`src/rtl/pipe_pkg.sv`:
```
package pipe_pkg;

    localparam int DATA_W = 16;
    localparam int INSN_W = 16;
    localparam int NREGS  = 8;
    localparam int RA_W   = $clog2(NREGS);
    localparam int IMM_W  = 8;

    typedef enum logic [1:0] {
        OP_EMPTY = 2'b00,
        OP_XOR   = 2'b01,
        OP_ADD   = 2'b10,
        OP_LDI   = 2'b11
    } op_e;

    typedef struct packed {
        logic              valid;
        logic [INSN_W-1:0] word;
    } raw_slot_t;

    typedef struct packed {
        logic              valid;
        op_e               op;
        logic [RA_W-1:0]   dst;
        logic [DATA_W-1:0] opa;
        logic [DATA_W-1:0] opb;
        logic [IMM_W-1:0]  imm;
    } opnd_slot_t;

    typedef struct packed {
        logic              valid;
        op_e               op;
        logic [RA_W-1:0]   dst;
        logic [DATA_W-1:0] opa;
        logic [DATA_W-1:0] opb;
    } exec_slot_t;

    typedef struct packed {
        logic              valid;
        logic [RA_W-1:0]   dst;
        logic [DATA_W-1:0] value;
    } wb_slot_t;

    function automatic op_e word_op(input logic [INSN_W-1:0] w);
        return op_e'(w[15:14]);
    endfunction

    function automatic logic [RA_W-1:0] word_dst(input logic [INSN_W-1:0] w);
        return w[13:11];
    endfunction

    function automatic logic [RA_W-1:0] word_src(input logic [INSN_W-1:0] w);
        return w[10:8];
    endfunction

endpackage

```
`src/rtl/pipe_imem.sv`:
```
module pipe_imem #(
    parameter int DEPTH = 16,
    parameter int WIDTH = 16,
    localparam int AW   = $clog2(DEPTH)
) (
    input  logic             clk,
    input  logic             we,
    input  logic [AW-1:0]    waddr,
    input  logic [WIDTH-1:0] wdata,
    input  logic [AW-1:0]    raddr,
    output logic [WIDTH-1:0] rdata
);

    logic [WIDTH-1:0] store_q [DEPTH];

    always_ff @(posedge clk) begin
        if (we) begin
            store_q[waddr] <= wdata;
        end
    end

    assign rdata = store_q[raddr];

endmodule

```
`src/rtl/pipe_regfile.sv`:
```
module pipe_regfile
    import pipe_pkg::*;
(
    input  logic              clk,
    input  logic              rst_n,
    input  logic              we,
    input  logic [RA_W-1:0]   waddr,
    input  logic [DATA_W-1:0] wdata,
    input  logic [RA_W-1:0]   ra_a,
    output logic [DATA_W-1:0] rd_a,
    input  logic [RA_W-1:0]   ra_b,
    output logic [DATA_W-1:0] rd_b,
    input  logic [RA_W-1:0]   ra_dbg,
    output logic [DATA_W-1:0] rd_dbg
);

    logic [DATA_W-1:0] regs_q [NREGS];
    logic              wr_live;

    assign wr_live = we && (waddr != '0);

    always_ff @(posedge clk or negedge rst_n) begin
        if (!rst_n) begin
            for (int i = 0; i < NREGS; i++) begin
                regs_q[i] <= '0;
            end
        end else if (wr_live) begin
            regs_q[waddr] <= wdata;
        end
    end

    // write-first: a value being written this cycle is seen by readers now
    function automatic logic [DATA_W-1:0] rd_port(input logic [RA_W-1:0] a);
        if (a == '0) begin
            return '0;
        end
        if (wr_live && (a == waddr)) begin
            return wdata;
        end
        return regs_q[a];
    endfunction

    assign rd_a   = rd_port(ra_a);
    assign rd_b   = rd_port(ra_b);
    assign rd_dbg = regs_q[ra_dbg];

endmodule

```
`src/rtl/pipe_hazard.sv`:
```
module pipe_hazard
    import pipe_pkg::*;
#(
    parameter int NPROD = 2
) (
    input  logic                       cons_valid,
    input  op_e                        cons_op,
    input  logic [RA_W-1:0]            cons_dst,
    input  logic [RA_W-1:0]            cons_src,
    input  logic [NPROD-1:0]           prod_valid,
    input  logic [NPROD-1:0][RA_W-1:0] prod_dst,
    output logic                       stall
);

    logic             reads_regs;
    logic [NPROD-1:0] hit;

    assign reads_regs = cons_valid && ((cons_op == OP_XOR) || (cons_op == OP_ADD));

    for (genvar p = 0; p < NPROD; p++) begin : g_prod
        assign hit[p] = prod_valid[p] && (prod_dst[p] != '0) &&
                        ((prod_dst[p] == cons_dst) || (prod_dst[p] == cons_src));
    end

    assign stall = reads_regs && (|hit);

endmodule

```
`src/rtl/pipe_alu.sv`:
```
module pipe_alu
    import pipe_pkg::*;
(
    input  op_e               op,
    input  logic [DATA_W-1:0] opa,
    input  logic [DATA_W-1:0] opb,
    output logic [DATA_W-1:0] result
);

    always_comb begin
        unique case (op)
            OP_XOR:  result = opa ^ opb;
            OP_ADD:  result = opa + opb;
            OP_LDI:  result = opb;
            default: result = '0;
        endcase
    end

endmodule

```
`src/rtl/pipe_core.sv`:
```
module pipe_core
    import pipe_pkg::*;
#(
    parameter int  IMEM_DEPTH = 16,
    parameter int  CNT_W      = 16,
    localparam int IMEM_AW    = $clog2(IMEM_DEPTH),
    localparam int PCW        = IMEM_AW + 1
) (
    input  logic               clk,
    input  logic               rst_n,
    input  logic               imem_we,
    input  logic [IMEM_AW-1:0] imem_waddr,
    input  logic [INSN_W-1:0]  imem_wdata,
    input  logic [RA_W-1:0]    dbg_raddr,
    output logic [DATA_W-1:0]  dbg_rdata,
    output logic               stall_o,
    output logic [CNT_W-1:0]   stall_count,
    output logic [CNT_W-1:0]   retire_count
);

    typedef struct packed {
        logic [PCW-1:0]   pc;
        raw_slot_t        fe;
        raw_slot_t        de1;
        opnd_slot_t       de2;
        exec_slot_t       ex;
        wb_slot_t         wb;
        logic [CNT_W-1:0] n_stall;
        logic [CNT_W-1:0] n_retire;
    } core_state_t;

    core_state_t st_q, st_d;

    logic [INSN_W-1:0] fetch_word;
    logic              fetch_open;
    logic              stall;
    logic [DATA_W-1:0] rf_a, rf_b;
    logic [DATA_W-1:0] alu_y;
    op_e               de1_op;
    logic [RA_W-1:0]   de1_dst, de1_src;

    // observation points for the bound checker
    logic               d1_valid, d2_valid, wb_valid;
    logic [INSN_W-1:0]  d1_word;
    logic [PCW-1:0]     pc_now;

    assign de1_op  = word_op(st_q.de1.word);
    assign de1_dst = word_dst(st_q.de1.word);
    assign de1_src = word_src(st_q.de1.word);

    pipe_imem #(
        .DEPTH (IMEM_DEPTH),
        .WIDTH (INSN_W)
    ) u_imem (
        .clk   (clk),
        .we    (imem_we),
        .waddr (imem_waddr),
        .wdata (imem_wdata),
        .raddr (st_q.pc[IMEM_AW-1:0]),
        .rdata (fetch_word)
    );

    pipe_regfile u_rf (
        .clk    (clk),
        .rst_n  (rst_n),
        .we     (st_q.wb.valid),
        .waddr  (st_q.wb.dst),
        .wdata  (st_q.wb.value),
        .ra_a   (de1_dst),
        .rd_a   (rf_a),
        .ra_b   (de1_src),
        .rd_b   (rf_b),
        .ra_dbg (dbg_raddr),
        .rd_dbg (dbg_rdata)
    );

    pipe_hazard #(
        .NPROD (2)
    ) u_hz (
        .cons_valid (st_q.de1.valid),
        .cons_op    (de1_op),
        .cons_dst   (de1_dst),
        .cons_src   (de1_src),
        .prod_valid ({st_q.ex.valid, st_q.de2.valid}),
        .prod_dst   ({st_q.ex.dst, st_q.de2.dst}),
        .stall      (stall)
    );

    pipe_alu u_alu (
        .op     (st_q.ex.op),
        .opa    (st_q.ex.opa),
        .opb    (st_q.ex.opb),
        .result (alu_y)
    );

    assign fetch_open = (st_q.pc < PCW'(IMEM_DEPTH));

    always_comb begin
        st_d = st_q;

        // front stages: advance unless the interlock holds primary decode
        if (!stall) begin
            st_d.pc       = fetch_open ? st_q.pc + PCW'(1) : st_q.pc;
            st_d.fe.valid = fetch_open && (word_op(fetch_word) != OP_EMPTY);
            st_d.fe.word  = fetch_word;
            st_d.de1      = st_q.fe;
            st_d.de2.valid = st_q.de1.valid;
            st_d.de2.op    = de1_op;
            st_d.de2.dst   = de1_dst;
            st_d.de2.opa   = rf_a;
            st_d.de2.opb   = rf_b;
            st_d.de2.imm   = st_q.de1.word[IMM_W-1:0];
        end else begin
            st_d.de2 = '0;
        end

        // secondary decode: pick the second operand
        st_d.ex.valid = st_q.de2.valid;
        st_d.ex.op    = st_q.de2.op;
        st_d.ex.dst   = st_q.de2.dst;
        st_d.ex.opa   = st_q.de2.opa;
        st_d.ex.opb   = (st_q.de2.op == OP_LDI) ? DATA_W'(st_q.de2.imm) : st_q.de2.opb;

        // execute into write-back
        st_d.wb.valid = st_q.ex.valid;
        st_d.wb.dst   = st_q.ex.dst;
        st_d.wb.value = alu_y;

        st_d.n_stall  = st_q.n_stall + CNT_W'(stall);
        st_d.n_retire = st_q.n_retire + CNT_W'(st_q.wb.valid);
    end

    always_ff @(posedge clk or negedge rst_n) begin
        if (!rst_n) begin
            st_q <= '0;
        end else begin
            st_q <= st_d;
        end
    end

    assign stall_o      = stall;
    assign stall_count  = st_q.n_stall;
    assign retire_count = st_q.n_retire;

    assign d1_valid = st_q.de1.valid;
    assign d1_word  = st_q.de1.word;
    assign d2_valid = st_q.de2.valid;
    assign wb_valid = st_q.wb.valid;
    assign pc_now   = st_q.pc;

endmodule

```
`config.mk`:
```
export PLATFORM = sky130hd
export DESIGN_NAME = pipe_core
export DESIGN_NICKNAME = d
export VERILOG_FILES = /design/src/rtl/pipe_pkg.sv /design/src/rtl/pipe_imem.sv /design/src/rtl/pipe_regfile.sv /design/src/rtl/pipe_hazard.sv /design/src/rtl/pipe_alu.sv /design/src/rtl/pipe_core.sv
export SDC_FILE = /design/constraint.sdc
export NUM_CORES = 1
export LEC_CHECK = 0
export BUFFER_PORTS_ARGS = -buffer_cell sky130_fd_sc_hd__buf_4
export CORE_ASPECT_RATIO = 1.5
export CORE_MARGIN = 8
export CORE_UTILIZATION = 45
export CTS_CLUSTER_DIAMETER = 200
export DETAILED_ROUTE_END_ITERATION = 16
export GPL_ROUTABILITY_DRIVEN = 0
export GPL_TIMING_DRIVEN = 0
export SYNTH_ARGS = -nofsm -noshare
export SYNTH_HDL_FRONTEND = slang
export SYNTH_HIERARCHICAL = 1
export SYNTH_SLANG_ARGS = --single-unit
```
`constraint.sdc`:
```
create_clock -name clk -period 4.3 [get_ports clk]
set_input_delay 0.215 -clock clk [delete_from_list [all_inputs] [get_ports clk]]
set_output_delay 0.215 -clock clk [all_outputs]
set_load 0.1 [all_outputs]
```
==> summary.txt <==
Global routing
  – Global-route wire length before repair: 103 mm
  – Total track usage: 21.0%
  – Vias in the first global route: 16.8k
  – Pin count of the biggest net entering global routing: 110
  – Initial antenna violation count: 1
  – Total congestion overflow: 0

Floorplanning
  – I/O pins: 75
  – Die height: 308 um
  – Die area: 64,700 um2
  – Die X-Extent: 210 um
  – Core Rows: 107
  – Placeable Area: 56,500 um2
  – Initial Util: 45.2%

Drt
  – Wire per inst: 24.8 um
  – Post-Route WL: 67.6 mm
  – Via/cell ratio: 5.74
  – Post-route ant nets: 0
  – Drt pass-1 iters: 5
  – Residual DRC: 0
  – Starting DRC count in detailed routing: 1,166
  – Via count: 15.6k

Final layout
  – Leading cell type in the layout, fill and taps excluded: dfrtp_1
  – Commonest non-fill, non-tap cells in the layout: dfrtp_1 (303), edfxtp_1 (256), mux2i_1 (139)
  – Fin util: 52.0%
  – Area Overhead vs Synth: 15.0%
  – Fraction of layout instances using a drive strength above 1: 26.7%
  – Layout net count: 1,960
  – Antenna cells: 0
  – Final instance area: 29,400 um2
  – Post-Layout Cell Count: 2,720

Timing
  – Hold slack: 0.0817 ns
  – RSZ-0062 raised after global routing: false
  – Setup tns final: 0 ns
  – Slew Viols, Final: 0
  – Worst Max-Slew Pin Slew: 1.05 ns
  – Min Tclk post-route: 2.90 ns
  – Max-Slew Margin vs Limit: 30.1%
  – Max Fclk: 0.344 GHz
  – Hold Vio Cnt, Final: 0
  – Final period utilization: 67.5%
  – # setup viols final: 0
  – Layout Skew: 0.0308 ns

Clock network
  – TritonCTS clock tree: built
  – Skew-Pair Late Insertion Delay: 0.62 ns
  – Clk buf depth: 3
  – Clk root buf: clkbuf_16
  – Clock Sinks: 559
  – H-tree depth: 2
  – Clock transition at path regs: 0.06 ns
  – Total CTS buffers: 55

Placement
  – Dpl cell area: 27,400 um2
  – Placed cells: 2,601
  – HPWL Detailed: 46.7 mm
  – # port buffers: 72

Setup path
  – Critical Path Sink Type: flop
  – Crit-path slowest cell: o22ai_1
  – Buf/Inv on CP: 0
  – Cell family with most CP delay: simple AND/OR/NAND/NOR gates
  – CP Data Required Time: 4.78 ns
  – Worst path most repeated cell: ha_1
  – Startpoint types: flop
  – Crit path cell chain: xor2_1 -> nor3_1 -> a31oi_1 -> o22ai_1 -> ha_1 -> ha_1 -> nand2_1 -> nor4_4 -> nand3_1 -> xnor2_1
  – Max FO, Critical Path: 10
  – WS Path Type: flop to flop
  – Crit path DAT: 3.39 ns
  – Crit path largest cell delay: 0.60 ns

Logic synthesis
  – Number of synthesized flops with an enable pin: 256
  – Gate Count Post-Synth: 1,748
  – Top_reg_cell synth: dfrtp_1
  – Syn Area/Cell: 14.6 um2
  – Register area share after synthesis: 59.8%
  – Warnings from Yosys: 6
  – Async SR Flop Fraction: 54.2%
  – Cell variety after synth: 73
  – Post-synth top area cell: edfxtp_1
  – Top post-synthesis cells by area: edfxtp_1 (30%), dfrtp_1 (30%), mux4_2 (7.6%)
  – Post-synth top area share: 30.1%
  – Register bit total from synthesis: 559
  – Mapped Area: 25,500 um2
  – Syn Nets: 1,796

Power and ir drop
  – P_leak: 0.0118 uW
  – Logic pwr share: 41.0%
  – Clock power share: 22.5%
  – Int Pwr: 13,200 uW
  – PwrDens: 734 nW/um2
  – Max VDD drop: 0.430 mV
  – Switching Fraction: 38.8%
  – Seq pwr share: 36.5%
  – NetSw: 8360 uW

Flow run
  – Max cap viols: 0

Run status
  – Outcome: finished, final reports clean

Worst hold path
  – Hold/Removal Path Class: primary input to flop
## stage by stage
stage          setup WS [ns]  power [uW]
6_report                1.40       21600
4_1_cts                 1.29       21700
3_3_place_gp           0.242       16600
5_1_grt                 1.11       22700
3_5_place_dp            1.31       16800
2_1_floorplan          0.495       14000
## repair_timing
action	CTS	global route
resized for setup	0	0
hold buffers	17	0
hold endpoints to repair	356	0
setup buffers	0	0
## power by group through the flow
stage | Combinational, uW | Clock [uW] | Sequential, uW
6_report | 8840 | 4840 | 7880
5_1_grt | 9460 | 5190 | 8020
4_1_cts | 8880 | 4990 | 7880
3_5_place_dp | 8830 | 0 | 7980
3_3_place_gp | 8700 | 0 | 7940
2_1_floorplan | 6530 | 0 | 7500
## Yosys cell counts (all sizes together), types with 29 or more instances
| library cell | number |
|---|---|
| a22oi | 112 |
| buf | 97 |
| clkbuf | 62 |
| dfrtp | 303 |
| edfxtp | 256 |
| mux2 | 109 |
| mux2i | 139 |
| mux4 | 96 |
| nand2 | 127 |
| nor2 | 29 |
| nor2b | 54 |
| o21ai | 69 |
| xnor2 | 33 |
| xor2 | 30 |
## sequential cells by signal, summed over array words and instances (netlist names)
register	flops
u_rf/regs_q	128
wb_valid	1
st_d	25
st_q	94
retire_count	16
d1_word	16
stall_count	16
u_imem/store_q	256
pc_now	5
d1_valid	1
d2_valid	1
## layer usage
metal | track usage (%) | share of wire, % | wire length (um)
met5 | 0 | 0 | 0
met4 | 12.8 | 6.6 | 4470
met3 | 3.30 | 4.8 | 3220
met2 | 38.3 | 53 | 35900
met1 | 22.7 | 35 | 24000
## path summary, 6_finish.rpt
path                       cells past startpoint  slack [ns]                    start                              to
max                                           10        1.40  d1_word[12]$_DFFE_PN0N_       stall_count[12]$_DFF_PN0_
min                                            2        0.08            imem_waddr[1]  u_imem/store_q[4][8]$_DFFE_PP_
max reg2reg                                   10        1.40  d1_word[12]$_DFFE_PN0N_       stall_count[12]$_DFF_PN0_
min reg2reg                                    0        0.35       st_d[75]$_DFF_PN0_              st_q[75]$_DFF_PN0_
max in group asynchronous                      4        2.57                    rst_n       retire_count[3]$_DFF_PN0_
min in group asynchronous                      2        0.25                    rst_n     u_rf/regs_q[56]$_DFFE_PN0P_
## cells by family after synthesis
logic type | Yosys count | synth area share [%]
adder cells (fa/ha/maj) | 22 | 1.11
flip-flops | 559 | 59.8
AO/OA/AOI/OAI | 285 | 7.96
multiplexers | 344 | 18.9
AND/OR/NAND/NOR | 289 | 5.79
XOR/XNOR | 63 | 2.25
buffers and inverters | 186 | 4.15
## area by class of cell
cell class,count,area [um2]
inverters,27,101
repair buffers,107,1010
multi-input cells,1003,9230
flip-flops and latches,559,15300
clock inverters,33,313
clock buffers,69,1510
well taps,763,955
plain buffers,159,958
fillers,4823,27100
Power figures use the tool's default switching activity.
